[config.mk]
export PLATFORM = sky130hd
export DESIGN_NAME = lpm_sequencer
export DESIGN_NICKNAME = d
export VERILOG_FILES = /design/src/rtl/lpm_pkg.sv /design/src/rtl/lpm_wake_detect.sv /design/src/rtl/lpm_state_ctl.sv /design/src/rtl/lpm_status.sv /design/src/rtl/lpm_sequencer.sv
export SDC_FILE = /design/constraint.sdc
export NUM_CORES = 1
export LEC_CHECK = 0
export CORE_AREA = 2 2 39 41
export DETAILED_ROUTE_END_ITERATION = 16
export DIE_AREA = 0 0 41 43
export SLEW_MARGIN = 20
export SYNTH_ARGS = -nofsm -noshare
export SYNTH_HDL_FRONTEND = slang
export SYNTH_HIERARCHICAL = 1
export SYNTH_SLANG_ARGS = --single-unit
export TNS_END_PERCENT = 10
[constraint.sdc]
create_clock -name clk -period 3.2 [get_ports clk]
set_clock_uncertainty 0.1 [all_clocks]
set_input_delay 0.64 -clock clk [delete_from_list [all_inputs] [get_ports clk]]
set_output_delay 0.64 -clock clk [all_outputs]
set_load 0.01 [all_outputs]
[src/rtl/lpm_pkg.sv]
package lpm_pkg;

    typedef enum logic [1:0] {
        LPM_RUN  = 2'd0,
        LPM_WAIT = 2'd1,
        LPM_STOP = 2'd2
    } lpm_state_e;

    typedef struct packed {
        logic irq;
        logic brk;
    } wake_t;

    typedef struct packed {
        logic core_en;
        logic periph_en;
    } clk_en_t;

    function automatic clk_en_t clk_enables(lpm_state_e s);
        clk_en_t c;
        c.core_en   = (s == LPM_RUN);
        c.periph_en = (s != LPM_STOP);
        return c;
    endfunction

    function automatic logic is_low_power(lpm_state_e s);
        return s != LPM_RUN;
    endfunction

endpackage

[src/rtl/lpm_wake_detect.sv]
module lpm_wake_detect
    import lpm_pkg::*;
#(
    parameter int NUM_SRC = 4
) (
    input  logic [NUM_SRC-1:0] irq_pend,
    input  logic [NUM_SRC-1:0] irq_en,
    input  logic               break_req,
    output wake_t              wake
);
    logic [NUM_SRC-1:0] live;

    for (genvar i = 0; i < NUM_SRC; i++) begin : g_src
        assign live[i] = irq_pend[i] & irq_en[i];
    end

    assign wake.irq = |live;
    assign wake.brk = break_req;
endmodule

[src/rtl/lpm_state_ctl.sv]
module lpm_state_ctl
    import lpm_pkg::*;
(
    input  logic       clk,
    input  logic       rst,
    input  logic       wait_strobe,
    input  logic       stop_strobe,
    input  wake_t      wake,
    output lpm_state_e state,
    output logic       imask_clr,
    output logic       stack_start
);
    lpm_state_e state_n;
    logic       imask_n;
    logic       stack_n;

    always_comb begin
        state_n = state;
        imask_n = 1'b0;
        stack_n = 1'b0;
        unique case (state)
            LPM_RUN: begin
                if (stop_strobe) begin
                    state_n = LPM_STOP;
                    imask_n = 1'b1;
                end else if (wait_strobe) begin
                    state_n = LPM_WAIT;
                    imask_n = 1'b1;
                end
            end
            LPM_WAIT, LPM_STOP: begin
                if (wake.brk) begin
                    state_n = LPM_RUN;
                end else if (wake.irq) begin
                    state_n = LPM_RUN;
                    stack_n = 1'b1;
                end
            end
            default: state_n = LPM_RUN;
        endcase
    end

    always_ff @(posedge clk) begin
        if (rst) begin
            state       <= LPM_RUN;
            imask_clr   <= 1'b0;
            stack_start <= 1'b0;
        end else begin
            state       <= state_n;
            imask_clr   <= imask_n;
            stack_start <= stack_n;
        end
    end
endmodule

[src/rtl/lpm_status.sv]
module lpm_status
    import lpm_pkg::*;
(
    input  logic       clk,
    input  logic       rst,
    input  lpm_state_e state,
    input  logic       break_req,
    input  logic       brk_flag_clr,
    input  logic       wdog_disable,
    output logic       brk_lp_flag,
    output logic       wdog_active
);
    logic set_flag;

    assign set_flag = is_low_power(state) && break_req;

    always_ff @(posedge clk) begin
        if (rst)
            brk_lp_flag <= 1'b0;
        else if (set_flag)
            brk_lp_flag <= 1'b1;
        else if (brk_flag_clr)
            brk_lp_flag <= 1'b0;
    end

    assign wdog_active = !wdog_disable && (state != LPM_STOP);
endmodule

[src/rtl/lpm_sequencer.sv]
module lpm_sequencer
    import lpm_pkg::*;
#(
    parameter int NUM_SRC = 4
) (
    input  logic               clk,
    input  logic               rst,
    input  logic               wait_strobe,
    input  logic               stop_strobe,
    input  logic [NUM_SRC-1:0] irq_pend,
    input  logic [NUM_SRC-1:0] irq_en,
    input  logic               break_req,
    input  logic               brk_flag_clr,
    input  logic               wdog_disable,
    output logic               core_clk_en,
    output logic               periph_clk_en,
    output logic               imask_clr,
    output logic               stack_start,
    output logic               brk_lp_flag,
    output logic               wdog_active
);
    wake_t      wake;
    lpm_state_e state;
    clk_en_t    en;

    lpm_wake_detect #(.NUM_SRC(NUM_SRC)) u_wake (
        .irq_pend  (irq_pend),
        .irq_en    (irq_en),
        .break_req (break_req),
        .wake      (wake)
    );

    lpm_state_ctl u_ctl (
        .clk         (clk),
        .rst         (rst),
        .wait_strobe (wait_strobe),
        .stop_strobe (stop_strobe),
        .wake        (wake),
        .state       (state),
        .imask_clr   (imask_clr),
        .stack_start (stack_start)
    );

    lpm_status u_stat (
        .clk          (clk),
        .rst          (rst),
        .state        (state),
        .break_req    (break_req),
        .brk_flag_clr (brk_flag_clr),
        .wdog_disable (wdog_disable),
        .brk_lp_flag  (brk_lp_flag),
        .wdog_active  (wdog_active)
    );

    assign en            = clk_enables(state);
    assign core_clk_en   = en.core_en;
    assign periph_clk_en = en.periph_en;
endmodule

==> reports/qor.log, run 1 <==
qor: power.pwr-share-comb 29.1%
qor: grt.grt_antenna_before_repair 0
qor: timing.worst_hold_slack 0.374 ns
qor: synth.part_of_the_yosys_area_used_for_sequential_elements 38.5%
qor: finish.final_common_cell sky130_fd_sc_hd__clkdlybuf4s50_1
qor: synth.ys.warnings.count 6
qor: timing.layout_min_cycle_time 2.43 ns
qor: timing.layout_worst_path_cycle_share 76.0%
qor: finish.finish.net_count 71
qor: setup_path.critical_path.cell_chain clkdlybuf4s50_1 -> a21oi_1 -> clkdlybuf4s50_1
qor: timing.timing.max_slew.rel_slack 81.2%
qor: timing.hold_viol_final 0
qor: timing.report.final.setup_viol 0
qor: cts.hold_buffers 0
qor: setup_path.timing.critical_path.required 2.46 ns
qor: setup_path.start_kind input port
qor: setup_path.endpoint_kind primary output
qor: hold_path.min_path_cells 2
qor: drt.drc 0
qor: setup_path.worstReg2RegEnd u_ctl/state[0]
qor: synth.postSynthCellCount 31
qor: power.p_int 0.152 mW
qor: synth.synth-seq-cells 5
qor: synth.synthesis.area_per_instance 8.40 sq um
qor: drt.number_of_design_rule_violations_left_by_the_first_detailed_router_iteration 5
qor: finish.drive_above_1_share 9.26%
qor: drt.route.detailed.vias_per_inst 4.30
qor: placed_design.detailedPlacementHpwl 513 microns
qor: synth.synth_area 260 sq um
qor: power.standby_leakage_power 0.189 nW
qor: timing.tightest_slew 0.280 ns
qor: power.switching_share 24.0%
qor: run.number_of_max_capacitance_violations_reported 0
qor: floorplanning.die_width 41 microns
qor: grt.total_congestion_overflow_after_global_routing 0
qor: cts.clkSinkCount 5
qor: setup_path.path_common_cell sky130_fd_sc_hd__clkdlybuf4s50_1
qor: setup_path.slowest_delay 0.54 ns
qor: drt.final_antenna_net_count 0
qor: cts.cts-resized-gates 0
qor: synth.area_fraction_of_the_dominant_cell_type_after_synthesis 38.5%
qor: timing.slew_violations 0
qor: cts.clkLatencyLatePin 0.24 ns
qor: setup_path.timing.critical_path.slowest_stage_cell sky130_fd_sc_hd__clkdlybuf4s50_1
qor: grt.first_global_vias 274
qor: drt.route.final.wire_length 622 microns
qor: floorplanning.num_io_pins 21
qor: hold_path.worst_hold_path_type flop to flop
qor: setup_path.cp.arrival 1.69 ns
qor: finish.layout_common_cells sky130_fd_sc_hd__clkdlybuf4s50_1 (20), sky130_fd_sc_hd__dfxtp_1 (5), sky130_fd_sc_hd__inv_1 (4), sky130_fd_sc_hd__a21oi_1 (4), sky130_fd_sc_hd__clkbuf_4 (3)
qor: cts.clk_pin_slew_worst_paths 0.05 ns
qor: setup_path.crit_buf_inv 2
qor: setup_path.timing.critical_path.fanout_max 1
qor: placed_design.io_buffers 20
qor: setup_path.crit-reg2reg-launch u_ctl/state[1]
qor: drt.detailedRoute.firstPassIterationCount 2
qor: power.power 0.201 mW
qor: hold_path.hold_path_startpoint u_stat/brk_lp_flag
qor: cts.clock_tree.htree_level_count 1
qor: synth.synth_nets 47
qor: finish.areaGrowthSynthToFinish 91.8%
qor: timing.max_freq 411 MHz
qor: floorplanning.initial_utilization 18.8%
qor: floorplanning.die_height 43 microns
qor: cts.tritoncts built
qor: drt.wirelength_per_cell 8.89 microns
qor: finish.number_of_antenna_cells_inserted 0
qor: setup_path.reg2reg_setup_slack 1.65 ns
qor: status.status finished clean
qor: power.power.share.sequential 35.4%
qor: setup_path.r2r.worst_path.cells 5
qor: cts.clockRootBuffer sky130_fd_sc_hd__clkbuf_4
qor: placed_design.routabilityCongestion 0.572
qor: power.worst_ir_drop_vdd 109 uV
qor: grt.largest_net_degree_at_the_start_of_global_routing 7
qor: grt.wire_length_of_the_first_global_routing_pass 993 microns
qor: hold_path.end_point_of_the_most_critical_hold_path u_stat/brk_lp_flag
qor: drt.num_vias 301
qor: grt.grtUsageTotal 8.43%
qor: power.switching_power 0.0482 mW
qor: synth.synth.top_cells.by_area sky130_fd_sc_hd__dfxtp_1 (38%), sky130_fd_sc_hd__a21oi_1 (7.7%), sky130_fd_sc_hd__a22oi_1 (5.8%), sky130_fd_sc_hd__inv_1 (5.8%), sky130_fd_sc_hd__ha_1 (4.8%)
qor: synth.post_synth_num_cell_types 19
qor: floorplanning.floorplan.rows 14
qor: timing.unrepaired_setup_endpoints_after_global_routing false
qor: power.powerDensity 402 nW/um^2
qor: cts.cts_made_buffers 3
qor: floorplanning.die_area 1760 sq um
qor: cts.post_cts.repair.setup_buffers 0
qor: cts.max-clock-path-buffers 2
qor: timing.setup_total_negative_slack 0 ns
qor: floorplanning.placeableCoreArea 1380 sq um
qor: synth.synth_largest_area_cell sky130_fd_sc_hd__dfxtp_1
qor: setup_path.critical_path_s_top_delay_family buffers and inverters
qor: setup_path.setup.worst_path.class input port to primary output
qor: power.power_frac_clock 35.5%
[metrics by stage]
stage | instance area (sq um) | setup WS [ns] | std cells | util (%)
2_1_floorplan | 260 | 1.62 | 31 | -
3_3_place_gp | 473 | 0.776 | 66 | 34.2
3_5_place_dp | 473 | 0.775 | 66 | 34.2
4_1_cts | 499 | 0.764 | 70 | 36.1
5_1_grt | 499 | 0.690 | 70 | 36.1
6_report | 499 | 0.767 | 70 | 36.1
[Yosys cell counts]
cell type,instances
sky130_fd_sc_hd__buf_4,1
sky130_fd_sc_hd__nor3b_1,1
sky130_fd_sc_hd__inv_1,4
sky130_fd_sc_hd__nor2_1,1
sky130_fd_sc_hd__ha_1,1
sky130_fd_sc_hd__nand2b_1,2
sky130_fd_sc_hd__o21ai_1,1
sky130_fd_sc_hd__nor3b_2,1
sky130_fd_sc_hd__inv_2,1
sky130_fd_sc_hd__o21ai_0,1
sky130_fd_sc_hd__or3_1,1
sky130_fd_sc_hd__clkinv_1,1
sky130_fd_sc_hd__a21oi_1,4
sky130_fd_sc_hd__nor4bb_1,1
sky130_fd_sc_hd__dfxtp_1,5
sky130_fd_sc_hd__a211oi_1,1
sky130_fd_sc_hd__nand2_1,1
sky130_fd_sc_hd__a22oi_1,2
sky130_fd_sc_hd__o32ai_1,1
[per-layer routing]
layer	track usage, %	wire [microns]	vias to the layer above
met4	6.00	0	0
met5	0	0	-
met2	13.4	325	15
met1	8.04	235	132
met3	3.66	61	0
li1	-	-	154
[worst register-to-register path: stages, from the launching register on]
cell	delay [ns]
sky130_fd_sc_hd__dfxtp_1	0.39
sky130_fd_sc_hd__inv_1	0.08
sky130_fd_sc_hd__ha_1	0.29
sky130_fd_sc_hd__nor3b_2	0.28
sky130_fd_sc_hd__o21ai_0	0.14
sky130_fd_sc_hd__nor3b_1	0.15
[power by group through the flow]
stage | sequential, mW | combinational, mW | clock, mW
after CTS | 0.0712 | 0.0590 | 0.0737
after global placement | 0.0721 | 0.0571 | 0
after global routing | 0.0718 | 0.0647 | 0.0769
after floorplan | 0.0729 | 0.0226 | 0
final | 0.0709 | 0.0584 | 0.0712
after detailed placement | 0.0723 | 0.0584 | 0
[registers in the layout, summed over array words and instances, names as in the netlist]
register            flops
u_ctl/imask_clr         1
u_ctl/stack_start       1
u_ctl/state             2
u_stat/brk_lp_flag      1
[how the worst max path moves through the flow]
stage          slack [ns]     endpoint  cells past startpoint    startpoint
3_3_place_gp         0.78  wdog_active                      3  wdog_disable
4_1_cts              0.76  wdog_active                      3  wdog_disable
3_5_place_dp         0.77  wdog_active                      3  wdog_disable
2_1_floorplan        1.62  wdog_active                      1  wdog_disable
5_1_grt              0.69  wdog_active                      3  wdog_disable
6_report             0.77  wdog_active                      3  wdog_disable
[area by class of cell]
class | count | area [sq um]
sequential | 5 | 100
timing repair buffer | 20 | 200
clock buffer | 4 | 26.3
multi-input combinational | 19 | 130
fill | 157 | 885
tap | 16 | 20.0
inverter | 6 | 22.5
[kinds of logic (layout without fill, tap and decap cells)]
group	Yosys count	count (layout)	share of synthesized area, %
AO/OA/AOI/OAI	10	10	23.6
adder cells (fa/ha/maj)	1	1	4.81
buffers and inverters	7	30	11.5
flip-flops	5	5	38.5
AND/OR/NAND/NOR	8	8	21.6
Note: power is estimated with default switching activity, not from simulation.
==> run 2: changes to the inputs <==
==> constraint.sdc (replaced) <==
create_clock -name clk -period 2.2 [get_ports clk]
set_clock_uncertainty 0.1 [all_clocks]
set_input_delay 0.44 -clock clk [delete_from_list [all_inputs] [get_ports clk]]
set_output_delay 0.44 -clock clk [all_outputs]
set_load 0.01 [all_outputs]
==> results of run 2 <==
The final DEF is identical to that of run 1. Status: finished clean.
Main changes from that run: setup slack after placement 0.775 ns -> 0.175 ns; setup slack after layout 0.767 ns -> 0.167 ns; register-to-register setup slack 1.65 ns -> 0.65 ns; total power 0.201 mW -> 0.292 mW; worst IR drop on VDD 109 uV -> 159 uV
